`src/rtl/mmul_pkg.sv`:
```
package mmul_pkg;
  typedef enum logic {ST_IDLE, ST_RUN} mm_state_e;
endpackage

```
`src/rtl/mmul_qdigit.sv`:
```
module mmul_qdigit #(
  parameter int K = 4
) (
  input  logic [K-1:0]        s_lo_i,
  input  logic [K-1:0]        mprime_i,
  output logic signed [K-1:0] q_o
);
  logic [K-1:0] prod;
  // K-bit product read as two's complement gives the symmetric remainder
  assign prod = s_lo_i * mprime_i;
  assign q_o  = $signed(prod);
endmodule

```
`src/rtl/mmul_step.sv`:
```
module mmul_step #(
  parameter int K  = 4,
  parameter int W  = 32,
  parameter int AW = 38
) (
  input  logic signed [AW-1:0] acc_i,
  input  logic signed [K-1:0]  q_i,
  input  logic [W-1:0]         m_i,
  input  logic signed [W-1:0]  a_i,
  input  logic signed [K:0]    b_i,
  output logic signed [AW-1:0] nxt_o
);
  logic signed [AW-1:0] q_x, m_x, a_x, b_x, sum;

  assign q_x   = AW'(q_i);
  assign m_x   = AW'($signed({1'b0, m_i}));
  assign a_x   = AW'(a_i);
  assign b_x   = AW'(b_i);
  assign sum   = acc_i + q_x * m_x;
  assign nxt_o = (sum >>> K) + b_x * a_x;
endmodule

```
`src/rtl/mmul_ctrl.sv`:
```
module mmul_ctrl
  import mmul_pkg::*;
#(
  parameter int N  = 8,
  parameter int CW = $clog2(N + 1)
) (
  input  logic          clk_i,
  input  logic          rst_ni,
  input  logic          start_i,
  output logic          load_o,
  output logic          run_o,
  output logic          last_o,
  output logic [CW-1:0] idx_o,
  output logic          done_o
);
  mm_state_e state;

  assign load_o = (state == ST_IDLE) && start_i;
  assign run_o  = (state == ST_RUN);
  assign last_o = run_o && (idx_o == CW'(N));

  always_ff @(posedge clk_i or negedge rst_ni) begin
    if (!rst_ni) begin
      state  <= ST_IDLE;
      idx_o  <= '0;
      done_o <= 1'b0;
    end else begin
      done_o <= 1'b0;
      if (load_o) begin
        state <= ST_RUN;
        idx_o <= '0;
      end else if (run_o) begin
        if (last_o) begin
          state  <= ST_IDLE;
          done_o <= 1'b1;
        end else begin
          idx_o <= idx_o + 1'b1;
        end
      end
    end
  end

  p_done_pulse_r2: assert property (@(posedge clk_i) disable iff (!rst_ni)
    done_o |=> !done_o);
  p_finish_r2: assert property (@(posedge clk_i) disable iff (!rst_ni)
    last_o |=> (done_o && !run_o));
  p_no_restart_r6: assert property (@(posedge clk_i) disable iff (!rst_ni)
    (run_o && !last_o) |=> run_o);
endmodule

```
`src/rtl/mont_mul_hr.sv`:
```
module mont_mul_hr #(
  parameter int K = 4,
  parameter int N = 8,
  localparam int W  = K * N,
  localparam int AW = K * N + K + 2,
  localparam int DW = K + 1,
  localparam int CW = $clog2(N + 1)
) (
  input  logic                clk_i,
  input  logic                rst_ni,
  input  logic                start_i,
  input  logic signed [W-1:0] a_i,
  input  logic [N*DW-1:0]     b_digits_i,
  input  logic [W-1:0]        m_i,
  input  logic [K-1:0]        mprime_i,
  output logic                busy_o,
  output logic                done_o,
  output logic signed [W-1:0] s_o
);
  logic                 load, run, last;
  logic [CW-1:0]        idx;
  logic signed [W-1:0]  a_r;
  logic [N*DW-1:0]      b_r;
  logic [W-1:0]         m_r;
  logic [K-1:0]         mp_r;
  logic signed [AW-1:0] acc, nxt;
  logic signed [K-1:0]  q;
  logic signed [DW-1:0] dig [N+1];
  logic signed [DW-1:0] b_sel;

  mmul_ctrl #(.N(N), .CW(CW)) u_ctrl (
    .clk_i, .rst_ni, .start_i,
    .load_o(load), .run_o(run), .last_o(last), .idx_o(idx), .done_o(done_o)
  );

  genvar gi;
  generate
    for (gi = 0; gi < N; gi++) begin : g_dig
      assign dig[gi] = $signed(b_r[gi*DW +: DW]);
    end
  endgenerate
  assign dig[N] = '0;  // top digit is implicitly zero
  assign b_sel  = dig[idx];

  mmul_qdigit #(.K(K)) u_q (
    .s_lo_i(acc[K-1:0]), .mprime_i(mp_r), .q_o(q)
  );

  mmul_step #(.K(K), .W(W), .AW(AW)) u_step (
    .acc_i(acc), .q_i(q), .m_i(m_r), .a_i(a_r), .b_i(b_sel), .nxt_o(nxt)
  );

  always_ff @(posedge clk_i or negedge rst_ni) begin
    if (!rst_ni) begin
      a_r  <= '0;
      b_r  <= '0;
      m_r  <= '0;
      mp_r <= '0;
      acc  <= '0;
      s_o  <= '0;
    end else begin
      if (load) begin
        a_r  <= a_i;
        b_r  <= b_digits_i;
        m_r  <= m_i;
        mp_r <= mprime_i;
        acc  <= '0;
      end else if (run) begin
        acc <= nxt;
        if (last) s_o <= nxt[W-1:0];
      end
    end
  end

  assign busy_o = run;

  p_exact_div_r5: assert property (@(posedge clk_i) disable iff (!rst_ni)
    run |-> (K'(acc[K-1:0] + K'(q) * m_r[K-1:0]) == '0));
  p_no_overflow_r4: assert property (@(posedge clk_i) disable iff (!rst_ni)
    last |-> ((nxt[AW-1:W-1] == '0) || (nxt[AW-1:W-1] == '1)));
  p_bound_r4: assert property (@(posedge clk_i) disable iff (!rst_ni)
    done_o |-> (($signed({s_o[W-1], s_o}) < $signed({1'b0, m_r})) &&
                ($signed({s_o[W-1], s_o}) > -$signed({1'b0, m_r}))));
  p_opnd_hold_r6: assert property (@(posedge clk_i) disable iff (!rst_ni)
    run |=> ($stable(a_r) && $stable(b_r) && $stable(m_r) && $stable(mp_r)));
  p_out_hold_r8: assert property (@(posedge clk_i) disable iff (!rst_ni)
    !run |=> $stable(s_o));
endmodule

```
`config.mk`:
```
export PLATFORM = sky130hd
export DESIGN_NAME = mont_mul_hr
export DESIGN_NICKNAME = d
export VERILOG_FILES = /design/src/rtl/mmul_pkg.sv /design/src/rtl/mmul_qdigit.sv /design/src/rtl/mmul_step.sv /design/src/rtl/mmul_ctrl.sv /design/src/rtl/mont_mul_hr.sv
export SDC_FILE = /design/constraint.sdc
export NUM_CORES = 1
export LEC_CHECK = 0
export BUFFER_PORTS_ARGS = -buffer_cell sky130_fd_sc_hd__buf_2
export CORE_MARGIN = 3
export CORE_UTILIZATION = 60
export CTS_CLUSTER_SIZE = 8
export DETAILED_ROUTE_END_ITERATION = 10
export PLACE_DENSITY_LB_ADDON = 0.08
export REMOVE_ABC_BUFFERS = 1
export SKIP_CTS_REPAIR_TIMING = 1
export SLEW_MARGIN = 20
export SYNTH_ARGS = -nofsm -noshare
export SYNTH_HDL_FRONTEND = slang
export SYNTH_SLANG_ARGS = --single-unit
```
`constraint.sdc`:
```
create_clock -name clk_i -period 28 [get_ports clk_i]
set_clock_uncertainty 0.1 [all_clocks]
set_input_delay 4.2 -clock clk_i [delete_from_list [all_inputs] [get_ports clk_i]]
set_output_delay 4.2 -clock clk_i [all_outputs]
set_load 0.05 [all_outputs]
```
==> impl_metrics.json, run 1 <==
{
  "tightestPinTransition_ns": 1.067,
  "port_buffers": 144,
  "post_drt_wl_per_cell_um": 18.30,
  "grt_overflow": 0,
  "hold_violations": 0,
  "ant_nets": 0,
  "stdcell_area_um2": 20360,
  "initial_utilization_pct": 61.93,
  "cts_buffers": 17,
  "crit_buf_inv": 6,
  "clkTransAtPathRegs_ns": 0.08,
  "ys_seq_area_share_pct": 24.69,
  "final_max_slew_viol_count": 0,
  "wl_um": 43420,
  "synth_edf_count": 0,
  "synthCells": 1862,
  "clock-sinks": 184,
  "cts_max_level": 4,
  "clockBufferDepth": 2,
  "arrival_ns": 11.19,
  "dp_hpwl_um": 33240,
  "dr.pass1.iters": 5,
  "vias_per_cell": 5.660,
  "maxSlewHeadroom_pct": 28.88,
  "cp-end-kind": "register",
  "tritoncts": "done",
  "ios": 145,
  "placed_cells": 2341,
  "vias": 13430,
  "route.detailed.drc": 0,
  "max_cap_violations": 0,
  "fp.dieArea_um2": 33230,
  "drive_above_1_share_pct": 17.35,
  "start_kind": "register",
  "worstSetupPathType": "reg -> reg",
  "grt_pass1_wl_um": 71970,
  "yosys_register_bits": 184,
  "area_delta_synth_final_pct": 9.159,
  "period_share_pct": 39.12,
  "synth_top_area_cell": "dfrtp_1",
  "r2r-start": "acc[0]",
  "synth_area_leaders": "dfrtp_1 (25%), fa_1 (24%), ha_1 (11%)",
  "instances_no_fill": 2373,
  "max_freq_mhz": 91.29,
  "slowest_stage": "fa_1",
  "hp-start": "s_o[22]",
  "synth_top_area_share_pct": 24.69,
  "fin_crit_ns": 10.95,
  "finalSetupViolations": 0,
  "antennaDiodeCount": 0,
  "clk_latency_ns": 0.47,
  "hold_class": "reg -> reg",
  "crit_family": "adder cells",
  "avgSynthCellArea_um2": 10.01,
  "grt_pass1_vias": 14040,
  "synth_area_um2": 18650,
  "place.gp.congestion": 0.9209,
  "drt-initial-drc-count": 729,
  "setup_ws_ns": 17.05,
  "rows": 63,
  "die_h_um": 182.3,
  "yosysWarnings": 0,
  "cp_max_fo": 36,
  "grt_max_degree": 114,
  "async_flop_share_pct": 100.0,
  "nets": 2463,
  "placed_cell_area_um2": 19730,
  "slowest_delay_ns": 0.58,
  "root_buffer": "clkbuf_16",
  "core_um2": 30110,
  "antenna_found_initial": 2,
  "rsz0062_at_grt": "false",
  "synth.distinct_cells": 66,
  "dp_slack_ns": 17.20,
  "tns_ns": 0,
  "critical_path.startpoint": "acc[0]",
  "die_w_um": 182.3,
  "gr-usage-all-layers_pct": 27.46,
  "status": "finished clean",
  "critPathRequiredTime_ns": 28.24,
  "ys.flop_type": "dfrtp_1"
}
registers in the layout, indices dropped and copies added, names as in the netlist:
| name | cells |
|---|---|
| b_r | 40 |
| acc | 38 |
| a_r | 32 |
| m_r | 32 |
| s_o | 32 |
| mp_r | 4 |
| u_ctrl.idx_o | 4 |
| u_ctrl.done_o | 1 |
| u_ctrl.run_o | 1 |
through the flow:
stage	hold slack (ns)	utilization, %
after global placement	0.3537	65.54
after CTS	0.3806	67.60
final	0.3755	67.60
after floorplan	0.3498	-
after global routing	0.4084	67.60
after detailed placement	0.3621	65.54
worst min-delay path, stage by stage, from the launching register on:
cell     delay [ns]
dfrtp_1        0.34
nand2_1        0.05
nand2_1        0.05
metal layers:
layer,vias to the layer above,track usage (%),wire [um]
met1,6816,35.66,17950
met4,4,10.05,1430
met5,-,0,22
li1,6172,-,-
met3,88,5.242,2482
met2,350,46.20,21530
layout by cell type (no fill, tap or decap), types with 26 or more instances in the layout:
master and n:
nand2b_1 34, and2_1 89, a22o_1 26, mux2_2 118, dfrtp_1 184, nand2_1 214
xor2_1 33, xnor2_1 43, inv_1 307, buf_2 143, and3_1 41, fa_1 225
a21oi_1 50, a21o_1 26, o21ai_0 31, nor2_1 66, ha_1 157
cell usage after synthesis, types with 16 or more instances:
master,count
inv_1,307
xnor2_1,44
mux2_2,118
and2_1,89
o21ai_0,31
a21o_1,26
a21oi_1,50
nor2_1,73
fa_1,225
dfrtp_1,184
clkbuf_1,59
nand3_1,16
a22o_1,26
nand2b_1,34
nand2_1,214
xor2_1,33
and3_1,41
ha_1,157
area by class of cell:
cell class / count / area [um^2]
timing repair buffer: 155 / 812.0
inverter: 308 / 1156
sequential: 184 / 4604
clock inverter: 15 / 196.4
clock buffer: 17 / 425.4
multi-input combinational: 1304 / 12670
fill: 2427 / 9756
tap: 390 / 488.0
kinds of logic after synthesis:
| logic type | after synthesis | share of synthesized area, % |
|---|---|---|
| xor gates and xnor gates | 77 | 3.616 |
| and+or+nand+nor | 509 | 13.16 |
| AOI/OAI and AO/OA | 201 | 7.515 |
| muxes | 135 | 8.736 |
| DFF | 184 | 24.69 |
| adders and majority gates | 382 | 34.69 |
| buffers and inverters | 374 | 7.589 |
worst paths after layout:
path                            endpoint  slack [ns]  cells past startpoint
worst min-delay path             s_o[22]        0.38                      2
worst max-delay path             acc[37]       17.05                     40
max in group asynchronous        acc[34]       22.60                      2
min in group asynchronous        m_r[13]        3.73                      1
worst max register to register   acc[37]       17.05                     40
worst min register to register   s_o[22]        0.38                      2
Power of run 1 is not shown: default switching activity piles up to over one toggle a cycle in this logic, so the estimate is an artifact.
==> run 2, diff against run 1 <==
- ABC_AREA: not set -> 1
- CORE_UTILIZATION: 60 -> 57
- clock period: 28 -> 9 ns (I/O delays scaled with it)
==> impl_metrics.json, run 2 <==
{
  "synth_common_cells": "nand2_1 (862), inv_1 (543), fa_1 (225)",
  "synth_area_leaders": "dfrtp_1 (23%), fa_1 (22%), nand2_1 (16%)",
  "max_freq_mhz": 113.0,
  "rows": 68,
  "ios": 145,
  "cp_max_fo": 7,
  "crit_buf_inv": 11,
  "synth_top_area_share_pct": 22.69,
  "initial_utilization_pct": 58.32,
  "drt-initial-drc-count": 1286,
  "mostFrequentLayoutCell": "nand2_1",
  "yosys.area_share.simple_pct": 24.68,
  "period_share_pct": 98.35,
  "r2r-start": "mp_r[2]",
  "largest_registers": "b_r (40), acc (38)",
  "route.detailed.drc": 0,
  "grt_overflow": 0,
  "async_flop_share_pct": 100.0,
  "clock-sinks": 184,
  "finalSetupViolations": 0,
  "worstSetupPathType": "reg -> reg",
  "port_buffers": 144,
  "crit_family": "adder cells",
  "synth_top_family_by_area": "adder cells",
  "grt_pass1_wl_um": 95850,
  "dr.pass1.iters": 5,
  "hold_violations": 0,
  "clk_latency_ns": 0.47,
  "ant_nets": 0,
  "synth_area_um2": 20300,
  "wl_met3_um": 4040,
  "tightestPinTransition_ns": 0.9367,
  "tritoncts": "done",
  "yosysWarnings": 0,
  "status": "finished clean",
  "gr-usage-all-layers_pct": 32.04,
  "top_layer": "met4",
  "synth_edf_count": 0,
  "cts_max_level": 4,
  "root_buffer": "clkbuf_16",
  "placed_cells": 3403,
  "instances_no_fill": 3449,
  "top_register": "b_r",
  "slowest_stage": "fa_1",
  "hold_class": "reg -> reg",
  "die_h_um": 194.7,
  "wl_um": 61250,
  "cp-end-kind": "register",
  "largest_reg_flops": 40,
  "nets": 3473,
  "crit_top_cell": "fa_1",
  "synthAdderAreaFrac_pct": 31.87,
  "vias_per_cell": 5.337,
  "drt-met1-wl_um": 25640,
  "clockBufferDepth": 2,
  "yosysMostFrequentCell": "nand2_1",
  "area_delta_synth_final_pct": 20.23,
  "synth_xor_area_share_pct": 2.016,
  "grt_pass1_vias": 18850,
  "max_cap_violations": 0,
  "place.gp.congestion": 0.9767,
  "start_kind": "register",
  "grt_max_degree": 82,
  "final_max_slew_viol_count": 0,
  "rsz0062_at_grt": "true",
  "dp_hpwl_um": 47180,
  "clkTransAtPathRegs_ns": 0.08,
  "most-common-layout-cells": "nand2_1 (812), inv_1 (535), fa_1 (225), dfrtp_1 (184), buf_4 (163)",
  "arrival_ns": 9.11,
  "yosys_register_bits": 184,
  "critical_path.startpoint": "mp_r[2]",
  "cts_buffers": 17,
  "synth_compound_area_share_pct": 7.059,
  "synth_top_area_cell": "dfrtp_1",
  "slowest_delay_ns": 0.62,
  "ys.flop_type": "dfrtp_1",
  "synthCells": 2717,
  "drive_above_1_share_pct": 20.15,
  "post_drt_wl_per_cell_um": 17.76,
  "core_um2": 34800,
  "fin_crit_ns": 8.852,
  "synthMuxAreaShare_pct": 0,
  "maxSlewHeadroom_pct": 37.48,
  "fp.dieArea_um2": 37910,
  "hp-start": "b_r[30]",
  "ys_seq_area_share_pct": 22.69,
  "ff2ff_setup_slack_ns": 0.15,
  "critPathRequiredTime_ns": 9.26,
  "synth.distinct_cells": 43,
  "vias": 18410,
  "wl_met2_um": 29440,
  "die_w_um": 194.7,
  "antenna_found_initial": 1,
  "avgSynthCellArea_um2": 7.470
}
-- run 2: worst register-to-register path, delay by kind of cell, from the launching register on --
family | cells | cell delay, ns
simple gates | 15 | 1.54
compound gates | 2 | 0.36
buf+inv | 11 | 1.02
flops | 1 | 0.38
fa+ha+maj | 12 | 4.81
xor+xnor | 3 | 0.56
-- run 2: routing by layer --
metal  up-vias  track usage (%)
met2       641            52.43
met5         -                0
li1       8726                -
met1      8923            42.36
met3       116            6.639
met4         0            11.97
-- run 2: path summary, 6_finish.rpt --
| check | endpoint | cells past startpoint |
|---|---|---|
| setup / recovery | acc[25] | 43 |
| hold / removal | b_r[30] | 2 |
| setup reg to reg | acc[25] | 43 |
| hold reg to reg | b_r[30] | 2 |
| max in group asynchronous | b_r[3] | 2 |
| min in group asynchronous | m_r[8] | 1 |
-- run 2: cell type report --
cell class	count	area, um^2
multi-input cells	1916	14490
fillers	2921	10400
flip-flops and latches	184	4604
inverters	550	2072
repair buffers	311	2038
well taps	455	569.3
clock buffers	18	429.2
clock inverters	14	198.9
diodes	1	2.502
-- run 2: stage by stage --
| step | hold WS [ns] | util [%] | TNS (ns) | worst slack, ns | area [um^2] |
|---|---|---|---|---|---|
| finish | 0.3775 | 70.12 | 0 | 0.1485 | 24400 |
| global route | 0.3978 | 70.12 | -2.332 | -0.1689 | 24400 |
| floorplan | 0.3436 | - | 0 | 0.5698 | 19990 |
| detailed placement | 0.3602 | 64.63 | -3.937 | -0.3143 | 22490 |
| global placement | 0.3584 | 64.63 | -3.045 | -0.3095 | 22490 |
| CTS | 0.3821 | 66.43 | -5.372 | -0.3751 | 23120 |
-- run 2: cell families (layout without fill, tap and decap cells) --
| family | Yosys count | count (layout) |
|---|---|---|
| buffers and inverters | 617 | 893 |
| other | 0 | 1 |
| AOI/OAI and AO/OA | 255 | 255 |
| xor gates and xnor gates | 45 | 45 |
| and+or+nand+nor | 1234 | 1234 |
| adders and majority gates | 382 | 382 |
| DFF | 184 | 184 |
Power of run 2 is left out for the same reason.
